<file path="config.mk">
export PLATFORM = sky130hd
export DESIGN_NAME = wp_regfile
export DESIGN_NICKNAME = d
export VERILOG_FILES = /design/src/rtl/wp_pkg.sv /design/src/rtl/wp_bank_array.sv /design/src/rtl/wp_lock_bit.sv /design/src/rtl/wp_access_check.sv /design/src/rtl/wp_regfile.sv
export SDC_FILE = /design/constraint.sdc
export NUM_CORES = 2
export LEC_CHECK = 0
export BUFFER_PORTS_ARGS = -buffer_cell sky130_fd_sc_hd__buf_2
export CAP_MARGIN = 10
export CORE_ASPECT_RATIO = 0.75
export CORE_MARGIN = 3
export CORE_UTILIZATION = 40
export DETAILED_ROUTE_END_ITERATION = 6
export PLACE_DENSITY_LB_ADDON = 0.2
export SLEW_MARGIN = 40
export SYNTH_ARGS = -nofsm -noshare
export SYNTH_HDL_FRONTEND = slang
export SYNTH_SLANG_ARGS = --single-unit
</file>
<file path="constraint.sdc">
create_clock -name clk -period 4.66 [get_ports clk]
set_input_delay 0.932 -clock clk [delete_from_list [all_inputs] [get_ports clk]]
set_output_delay 0.932 -clock clk [all_outputs]
set_load 0.1 [all_outputs]
</file>
<file path="src/rtl/wp_pkg.sv">
`timescale 1ns/1ps
package wp_pkg;
   localparam int NUM_REQ = 3;

   // array slot order; register space select uses the same numbering
   typedef enum logic [1:0] {
      SP_EC   = 2'd0,
      SP_HOST = 2'd1,
      SP_DBG  = 2'd2,
      SP_LOCK = 2'd3
   } space_e;

   // position of each requester's flag inside the chk_req vector
   function automatic int flag_bit(input int slot);
      case (slot)
         0:       return 2;   // embedded controller -> 0x4
         1:       return 0;   // host -> 0x1
         default: return 1;   // debugger -> 0x2
      endcase
   endfunction
endpackage

</file>
<file path="src/rtl/wp_bank_array.sv">
`timescale 1ns/1ps
module wp_bank_array #(
   parameter int NUM_BANKS = 256,
   localparam int NUM_BYTES = NUM_BANKS / 8,
   localparam int IDX_W = (NUM_BYTES > 1) ? $clog2(NUM_BYTES) : 1
) (
   input  logic                 clk,
   input  logic                 por_n,
   input  logic                 set_en,
   input  logic [IDX_W-1:0]     set_idx,
   input  logic [7:0]           set_byte,
   input  logic                 frozen,
   output logic [NUM_BANKS-1:0] bits
);
   // bytes are laid out as separate sticky registers
   for (genvar b = 0; b < NUM_BYTES; b++) begin : g_byte
      logic hit;
      assign hit = set_en && !frozen && (set_idx == IDX_W'(b));
      always_ff @(posedge clk or negedge por_n) begin
         if (!por_n)
            bits[b*8 +: 8] <= 8'h00;
         else if (hit)
            bits[b*8 +: 8] <= bits[b*8 +: 8] | set_byte;
      end
   end
endmodule

</file>
<file path="src/rtl/wp_lock_bit.sv">
`timescale 1ns/1ps
module wp_lock_bit (
   input  logic clk,
   input  logic por_n,
   input  logic set_en,
   input  logic set_val,
   output logic locked
);
   always_ff @(posedge clk or negedge por_n) begin
      if (!por_n)
         locked <= 1'b0;
      else if (set_en && set_val)
         locked <= 1'b1;
   end
endmodule

</file>
<file path="src/rtl/wp_access_check.sv">
`timescale 1ns/1ps
module wp_access_check
   import wp_pkg::*;
#(
   parameter int ADDR_W     = 20,
   parameter int BANK_SHIFT = 12,
   localparam int BANK_W    = ADDR_W - BANK_SHIFT,
   localparam int NUM_BANKS = 1 << BANK_W
) (
   input  logic                              chk_valid,
   input  logic [NUM_REQ-1:0]                chk_req,
   input  logic [ADDR_W-1:0]                 chk_addr,
   input  logic [NUM_REQ-1:0][NUM_BANKS-1:0] prot,
   output logic                              chk_block
);
   logic [BANK_W-1:0]  bank;
   logic [NUM_REQ-1:0] hit;

   assign bank = chk_addr[BANK_SHIFT +: BANK_W];

   for (genvar r = 0; r < NUM_REQ; r++) begin : g_req
      assign hit[r] = chk_req[flag_bit(r)] && prot[r][bank];
   end

   assign chk_block = chk_valid && (|hit);
endmodule

</file>
<file path="src/rtl/wp_regfile.sv">
`timescale 1ns/1ps
module wp_regfile
   import wp_pkg::*;
#(
   parameter int ADDR_W     = 20,
   parameter int BANK_SHIFT = 12,
   localparam int BANK_W    = ADDR_W - BANK_SHIFT,
   localparam int NUM_BANKS = 1 << BANK_W,
   localparam int NUM_BYTES = NUM_BANKS / 8,
   localparam int IDX_W     = (NUM_BYTES > 1) ? $clog2(NUM_BYTES) : 1,
   localparam int REG_AW    = IDX_W + 2
) (
   input  logic              clk,
   input  logic              por_n,
   input  logic              rst_n,
   input  logic              wr_en,
   input  logic [REG_AW-1:0] wr_addr,
   input  logic [7:0]        wr_data,
   input  logic              rd_en,
   input  logic [REG_AW-1:0] rd_addr,
   output logic              rd_valid,
   output logic [7:0]        rd_data,
   input  logic              chk_valid,
   input  logic [NUM_REQ-1:0] chk_req,
   input  logic [ADDR_W-1:0] chk_addr,
   output logic              chk_block
);
   // elaboration-time parameter checks
   if (BANK_W < 3) begin : g_bad_banks
      $error("wp_regfile: at least eight banks are required");
   end
   if (BANK_SHIFT < 1 || BANK_SHIFT >= ADDR_W) begin : g_bad_shift
      $error("wp_regfile: BANK_SHIFT out of range");
   end

   logic [NUM_REQ-1:0][NUM_BANKS-1:0] prot_all;
   logic                              lock_q;

   space_e            wr_sp, rd_sp;
   logic [IDX_W-1:0]  wr_idx, rd_idx;

   assign wr_sp  = space_e'(wr_addr[REG_AW-1 -: 2]);
   assign wr_idx = wr_addr[IDX_W-1:0];
   assign rd_sp  = space_e'(rd_addr[REG_AW-1 -: 2]);
   assign rd_idx = rd_addr[IDX_W-1:0];

   // one sticky array per requester
   for (genvar r = 0; r < NUM_REQ; r++) begin : g_arr
      wp_bank_array #(.NUM_BANKS(NUM_BANKS)) u_arr (
         .clk      (clk),
         .por_n    (por_n),
         .set_en   (wr_en && (wr_sp == space_e'(r))),
         .set_idx  (wr_idx),
         .set_byte (wr_data),
         .frozen   (lock_q),
         .bits     (prot_all[r])
      );
   end

   wp_lock_bit u_lock (
      .clk     (clk),
      .por_n   (por_n),
      .set_en  (wr_en && (wr_sp == SP_LOCK) && (wr_idx == '0)),
      .set_val (wr_data[0]),
      .locked  (lock_q)
   );

   wp_access_check #(.ADDR_W(ADDR_W), .BANK_SHIFT(BANK_SHIFT)) u_chk (
      .chk_valid (chk_valid),
      .chk_req   (chk_req),
      .chk_addr  (chk_addr),
      .prot      (prot_all),
      .chk_block (chk_block)
   );

   // read path
   logic [7:0] rd_next;
   always_comb begin
      rd_next = 8'h00;
      if (rd_sp == SP_LOCK) begin
         if (rd_idx == '0) rd_next = {7'b0, lock_q};
      end else begin
         rd_next = prot_all[rd_sp][{rd_idx, 3'b000} +: 8];
      end
   end

   logic rd_rst_n;
   assign rd_rst_n = rst_n && por_n;

   always_ff @(posedge clk or negedge rd_rst_n) begin
      if (!rd_rst_n) begin
         rd_valid <= 1'b0;
         rd_data  <= 8'h00;
      end else begin
         rd_valid <= rd_en;
         if (rd_en) rd_data <= rd_next;
      end
   end
endmodule

</file>
After elaboration in Yosys (flattened, before gate mapping)

Index checks and enable logic that the tools add are counted.

Output and inout bits: 10
Register bits: 778

$lt $le $gt $ge: 2
Multiplexer cells: 10
Bitwise operators: 96
Reduce and logical (&&, ||, !) cells: 115
Shifts and indexed selects: 1
Equal/unequal tests: 35

Operator list:

| kind                                                 | count |
|---|---|
| bitwise OR 8 bit                                     | 96 |
| binary-select mux 256 bit (select 2 bit)             | 1 |
| 2-to-1 mux 256 bit                                   | 1 |
| indexed part select 256 x 9 -> 8 bit                 | 1 |
| logical AND 1 bit                                    | 110 |
| equality test 5 bit (second input constant)          | 16 |
| equality test 5 x 4 -> 1 bit (second input constant) | 8 |
| binary-select mux 1 bit (select 8 bit)               | 3 |
| equality test 5 x 3 -> 1 bit (second input constant) | 4 |
| equality test 5 x 2 -> 1 bit (second input constant) | 2 |
| zero test 5 bit                                      | 2 |
| < comparator 8 x 9 -> 1 bit (second input constant)  | 1 |
| 2-to-1 mux 8 bit                                     | 1 |
| equality test 2 bit (second input constant)          | 3 |
| equality test 5 x 1 -> 1 bit (second input constant) | 1 |
| 2-to-1 mux 1 bit                                     | 4 |
| < comparator 2 x 3 -> 1 bit (second input constant)  | 1 |
| OR reduction 3 bit                                   | 1 |
| equality test 2 x 1 -> 1 bit (second input constant) | 1 |
| zero test 2 bit                                      | 1 |
| zero test 1 bit                                      | 1 |

Logic depth before layout (Yosys ltp)

Depth after elaboration: 5
Mapped depth: 14
Mapped depth without buffers: 8

Hierarchy

From an unflattened synthesis, not the netlist that was laid out.

Cell total of the unflattened synthesis: 3407
Area total of the unflattened synthesis: 41063.1 um^2

Modules (own cells, without submodules):

| module          | times used | cells each | area each (um^2) | sequential area each (um^2) |
|---|---|---|---|---|
| wp_bank_array   | 3          | 610        | 9308.9           | 6406.1 |
| wp_access_check | 1          | 570        | 6786.5           | 0.0 |
| wp_regfile      | 1          | 1005       | 6317.3           | 225.2 |
| wp_lock_bit     | 1          | 2          | 32.5             | 25.0 |

Worst setup path before layout

OpenSTA, ideal clock, no wires.

Path type: in2out
From: input port chk_addr[12]
To: output port chk_block
Data required time: 3.728 ns
Arrival: 4.793 ns
Stages: 12
Setup slack: -1.065 ns
Path buffers: 5
Cells stage by stage: buf_6 buf_12 buf_12 buf_8 buf_8 mux2i_1 o221ai_1 o22ai_1 o21ai_1 o211ai_1 a211o_1 o311ai_1

Longest elaborated chain between the ends: 5
Elaborated cells on any way between the ends: 11
Those cells by class: mux: 6; reduce/logical: 5

RTL lines:

| item                                   | RTL line              | text |
|---|---|---|
| start: declaration                     | wp_regfile.sv:25      | `input logic [ADDR_W-1:0] chk_addr,` |
| binary-select mux 1 bit (select 8 bit) | wp_access_check.sv:22 | `assign hit[r] = chk_req[flag_bit(r)] && prot[r][bank];` |
| 2-to-1 mux 1 bit (implied by the code) | wp_access_check.sv:22 |  |
| logical AND 1 bit                      | wp_access_check.sv:22 |  |
| OR reduction 3 bit (*)                 | wp_access_check.sv:25 | `assign chk_block = chk_valid && (\|hit);` |
| logical AND 1 bit (*)                  | wp_access_check.sv:25 |  |
| end: declaration                       | wp_regfile.sv:26      | `output logic chk_block` |

Every way passes the cells marked *; elsewhere a longest branch is shown, timed or not. The select of a mux whose other input is x is not followed.

Final worst setup path

Same ends and word-level chain as after synthesis.

==> results.py <==
metrics = {
    "placement": {
        "gp_congestion": 0.957,
        "dpl.hpwl_um": 107000,
        "post-place-ws_ns": -0.244,
        "placed_area_um2": 42000,
        "portBuffers": 48,
    },
    "floorplan": {
        "dieArea_um2": 102000,
        "ioPinCount": 61,
        "fp.dieW_um": 367,
        "core_area_um2": 96300,
        "rows": 98,
        "start_util_pct": 40.7,
        "die_h_um": 277,
    },
    "clock_network": {
        "cts_tree": "yes",
        "cts.clk_slew.worst_paths_ns": 0.06,
        "cts.sinks": 778,
        "clk-insertion-delay-late_ns": 0.67,
        "cts_hold_buf": 0,
        "htreeDepth": 3,
        "cts_root_buffer": "clkbuf_16",
        "cts_buffers": 79,
        "cts.path.max_buffers": 3,
    },
    "sta": {
        "setup_viol": 1,
        "layout_setup_ws_ns": -0.00891,
        "hold_ws_ns": 0.168,
        "max_freq_mhz": 214,
        "skew_ns": 0.0199,
        "finalCritPeriodShare_pct": 100,
        "worstMarginPinSlew_ns": 0.931,
        "hold_viol": 0,
        "max-slew-margin-rel_pct": 37.9,
        "slew_viol_final": 0,
        "period_needed_ns": 4.67,
        "rsz0062_at_grt": "false",
    },
    "finish": {
        "seqCellArea_um2": 19500,
        "drive_above_1_share_pct": 18.3,
        "n_fill_cell": 8722,
        "fin_nets": 3472,
        "fin_area_um2": 44800,
        "multiInputGateArea_um2": 18300,
        "syn2layout_area_growth_pct": 14.5,
    },
    "yosys": {
        "synthFlopType": "dfrtp_1",
        "syn_avg_cell_area_um2": 11.6,
        "synthCells": 3364,
        "netlist_area_um2": 39200,
        "synth_edf_count": 0,
        "synth_cell_types": 68,
        "async_flop_share_pct": 100,
        "synth_nets": 3415,
        "yosysWarningCount": 0,
        "ys_seq_area_share_pct": 49.7,
        "synth-seq-cells": 778,
    },
    "global_route": {
        "gr-usage-all-layers_pct": 30.8,
        "grt_max_degree": 118,
        "gr-total-overflow": 0,
        "first_global_vias": 32300,
        "antenna_found_initial": 4,
        "grt_pass1_wl_um": 233000,
    },
    "critical_path": {
        "endpoint_kind": "output pin",
        "path_delay_family": "compound AO/OA/AOI/OAI gates",
        "crit_path_start_kind": "primary input",
        "crit_path_max_incr_delay_ns": 0.52,
        "path_cells": "buf_12, buf_12, buf_12, mux4_2, and2_1, o221ai_1, o41ai_1, nor3_2, buf_4, nor3_1, o211ai_1, o311ai_4, buf_12",
        "worstPathArrival_ns": 3.74,
        "crit_slowest_cell": "mux4_2",
        "crit_top_cell": "buf_12",
        "critical_path.max_fanout": 9,
        "worst-path-buf-inv": 5,
        "cp.required_ns": 3.73,
        "criticalPathCategory": "in2out",
    },
    "route": {
        "first_pass_iters": 6,
        "drtIter0Drc": 5212,
        "wl_um": 159000,
        "vias": 32700,
        "routed-wl-met3_um": 21100,
        "ant_nets": 0,
        "wl_per_cell_um": 33.3,
        "met2_length_um": 65100,
        "routed_via_density": 6.84,
        "drc": 0,
        "met1_length_um": 67200,
        "highest_layer": "met5",
    },
    "pwr": {
        "total_power_uw": 17200,
        "leakage_uw": 0.0253,
        "power.density_nw_per_um2": 384,
        "peakVddDrop_v": 0.000344,
    },
    "status": {
        "status": "complete, but fails checks",
        "violations": "negative setup slack",
    },
    "run": {
        "max_cap_violations": 0,
    },
    "worst_hold_path": {
        "hp-class": "in2async",
    },
}
what timing repair did:
| item | CTS | global route |
|---|---|---|
| gates resized for setup | 8 | 15 |
| buffers inserted | 0 | 7 |
| endpoints found under the setup margin | 1 | 1 |
| cloned | 0 | 1 |
| pin swaps | 1 | 3 |
flip-flops by register name, summed over array words and instances, names as in the netlist:
| register | count |
|---|---|
| rd_data | 8 |
| g_arr.u_arr.bits | 768 |
| rd_valid | 1 |
| u_lock.locked | 1 |
cells in the mapped netlist, drive strengths merged (5+ instances only):
master	count	area share, %
o21bai	42	0.80
a221oi	7	0.16
mux4	188	11
a21o	762	15
a211o	5	0.11
and2	5	0.080
mux2	8	0.23
o22a	16	0.36
o311ai	16	0.36
nand2	138	1.3
o2111ai	36	0.80
o211a	7	0.18
nand4	6	0.096
o31ai	16	0.31
mux2i	89	2.3
dfrtp	778	50
a22oi	15	0.29
o22ai	91	1.5
nor2b	9	0.14
nand2b	45	0.72
nor4	5	0.080
a211oi	15	0.29
inv	19	0.18
clkbuf	174	1.7
a21oi	52	0.66
a31oi	7	0.11
o311a	5	0.13
nor3	25	0.32
buf	131	2.1
o211ai	29	0.56
or3	42	0.67
o21ai	65	0.83
nand3	13	0.17
o221ai	145	3.2
nor2	304	2.9
nor3b	6	0.11
layout make-up:
type                    instances  area share, %
multi-input cells            2261           40.8
clock buffers                 117           5.29
inverters                      20          0.190
well taps                    1300           3.63
flip-flops and latches        778           43.4
repair buffers                281           6.06
diodes                          1        0.00558
clock inverters                25          0.658
routing by layer:
layer | vias to the layer above | global-route usage [%]
met1 | 17000 | 45.4
li1 | 12900 | -
met4 | 10 | 9.01
met3 | 421 | 10.7
met2 | 2376 | 42.7
met5 | - | 0
path summary, 6_finish.rpt:
path / from / endpoint / slack, ns / depth (start not counted)
worst max-delay path: chk_addr[12] / chk_block / -0.009 / 13
worst min-delay path: por_n / g_arr[2].u_arr.bits[169] / 0.17 / 1
worst max register to register: g_arr[0].u_arr.bits[51] / rd_data[3] / 1.79 / 8
worst min register to register: g_arr[0].u_arr.bits[243] / g_arr[0].u_arr.bits[243] / 0.48 / 1
max in group asynchronous: por_n / g_arr[2].u_arr.bits[89] / 3.20 / 3
min in group clk: g_arr[0].u_arr.bits[243] / g_arr[0].u_arr.bits[243] / 0.48 / 1
cell usage in the layout, fill, tap and decap left out, types with 16 or more instances in the layout:
cell type / instances
a21o_1: 762
a21oi_1: 50
buf_12: 46
buf_2: 32
buf_4: 192
clkbuf_16: 82
clkbuf_8: 21
dfrtp_1: 778
mux2i_1: 89
mux4_2: 183
nand2_1: 136
nand2b_1: 44
nor2_1: 302
nor3_1: 21
o2111ai_1: 36
o211ai_1: 29
o21ai_0: 61
o21bai_1: 42
o221ai_1: 145
o22a_1: 16
o22ai_1: 91
o31ai_1: 16
or3_1: 41
cells by family (layout without fill, tap and decap cells):
family	after synthesis	after routing	synth area share, %
AO/OA/AOI/OAI	1363	1363	26.0
flip-flops	778	778	49.7
AND/OR/NAND/NOR	613	613	6.92
buffers and inverters	325	443	3.98
multiplexers	285	285	13.4
other	0	1	0
stage by stage:
| stage | util (%) | instances | setup TNS, ns |
|---|---|---|---|
| detailed placement | 43.6 | 4632 | -0.244 |
| floorplan | - | 3364 | 0 |
| CTS | 46.4 | 4774 | 0 |
| global placement | 43.6 | 4630 | -0.413 |
| finish | 46.6 | 4783 | -0.00891 |
| global route | 46.6 | 4782 | 0 |
where the power goes:
| group | internal, uW | total, uW | leakage, uW | switching (uW) |
|---|---|---|---|---|
| Combinational | 1080 | 2690 | 0.0134 | 1610 |
| Sequential | 7310 | 7840 | 0.0105 | 527 |
| Clock | 3860 | 6690 | 0.00132 | 2830 |
| Total | 12300 | 17200 | 0.0253 | 4960 |
Power figures use the tool's default switching activity.
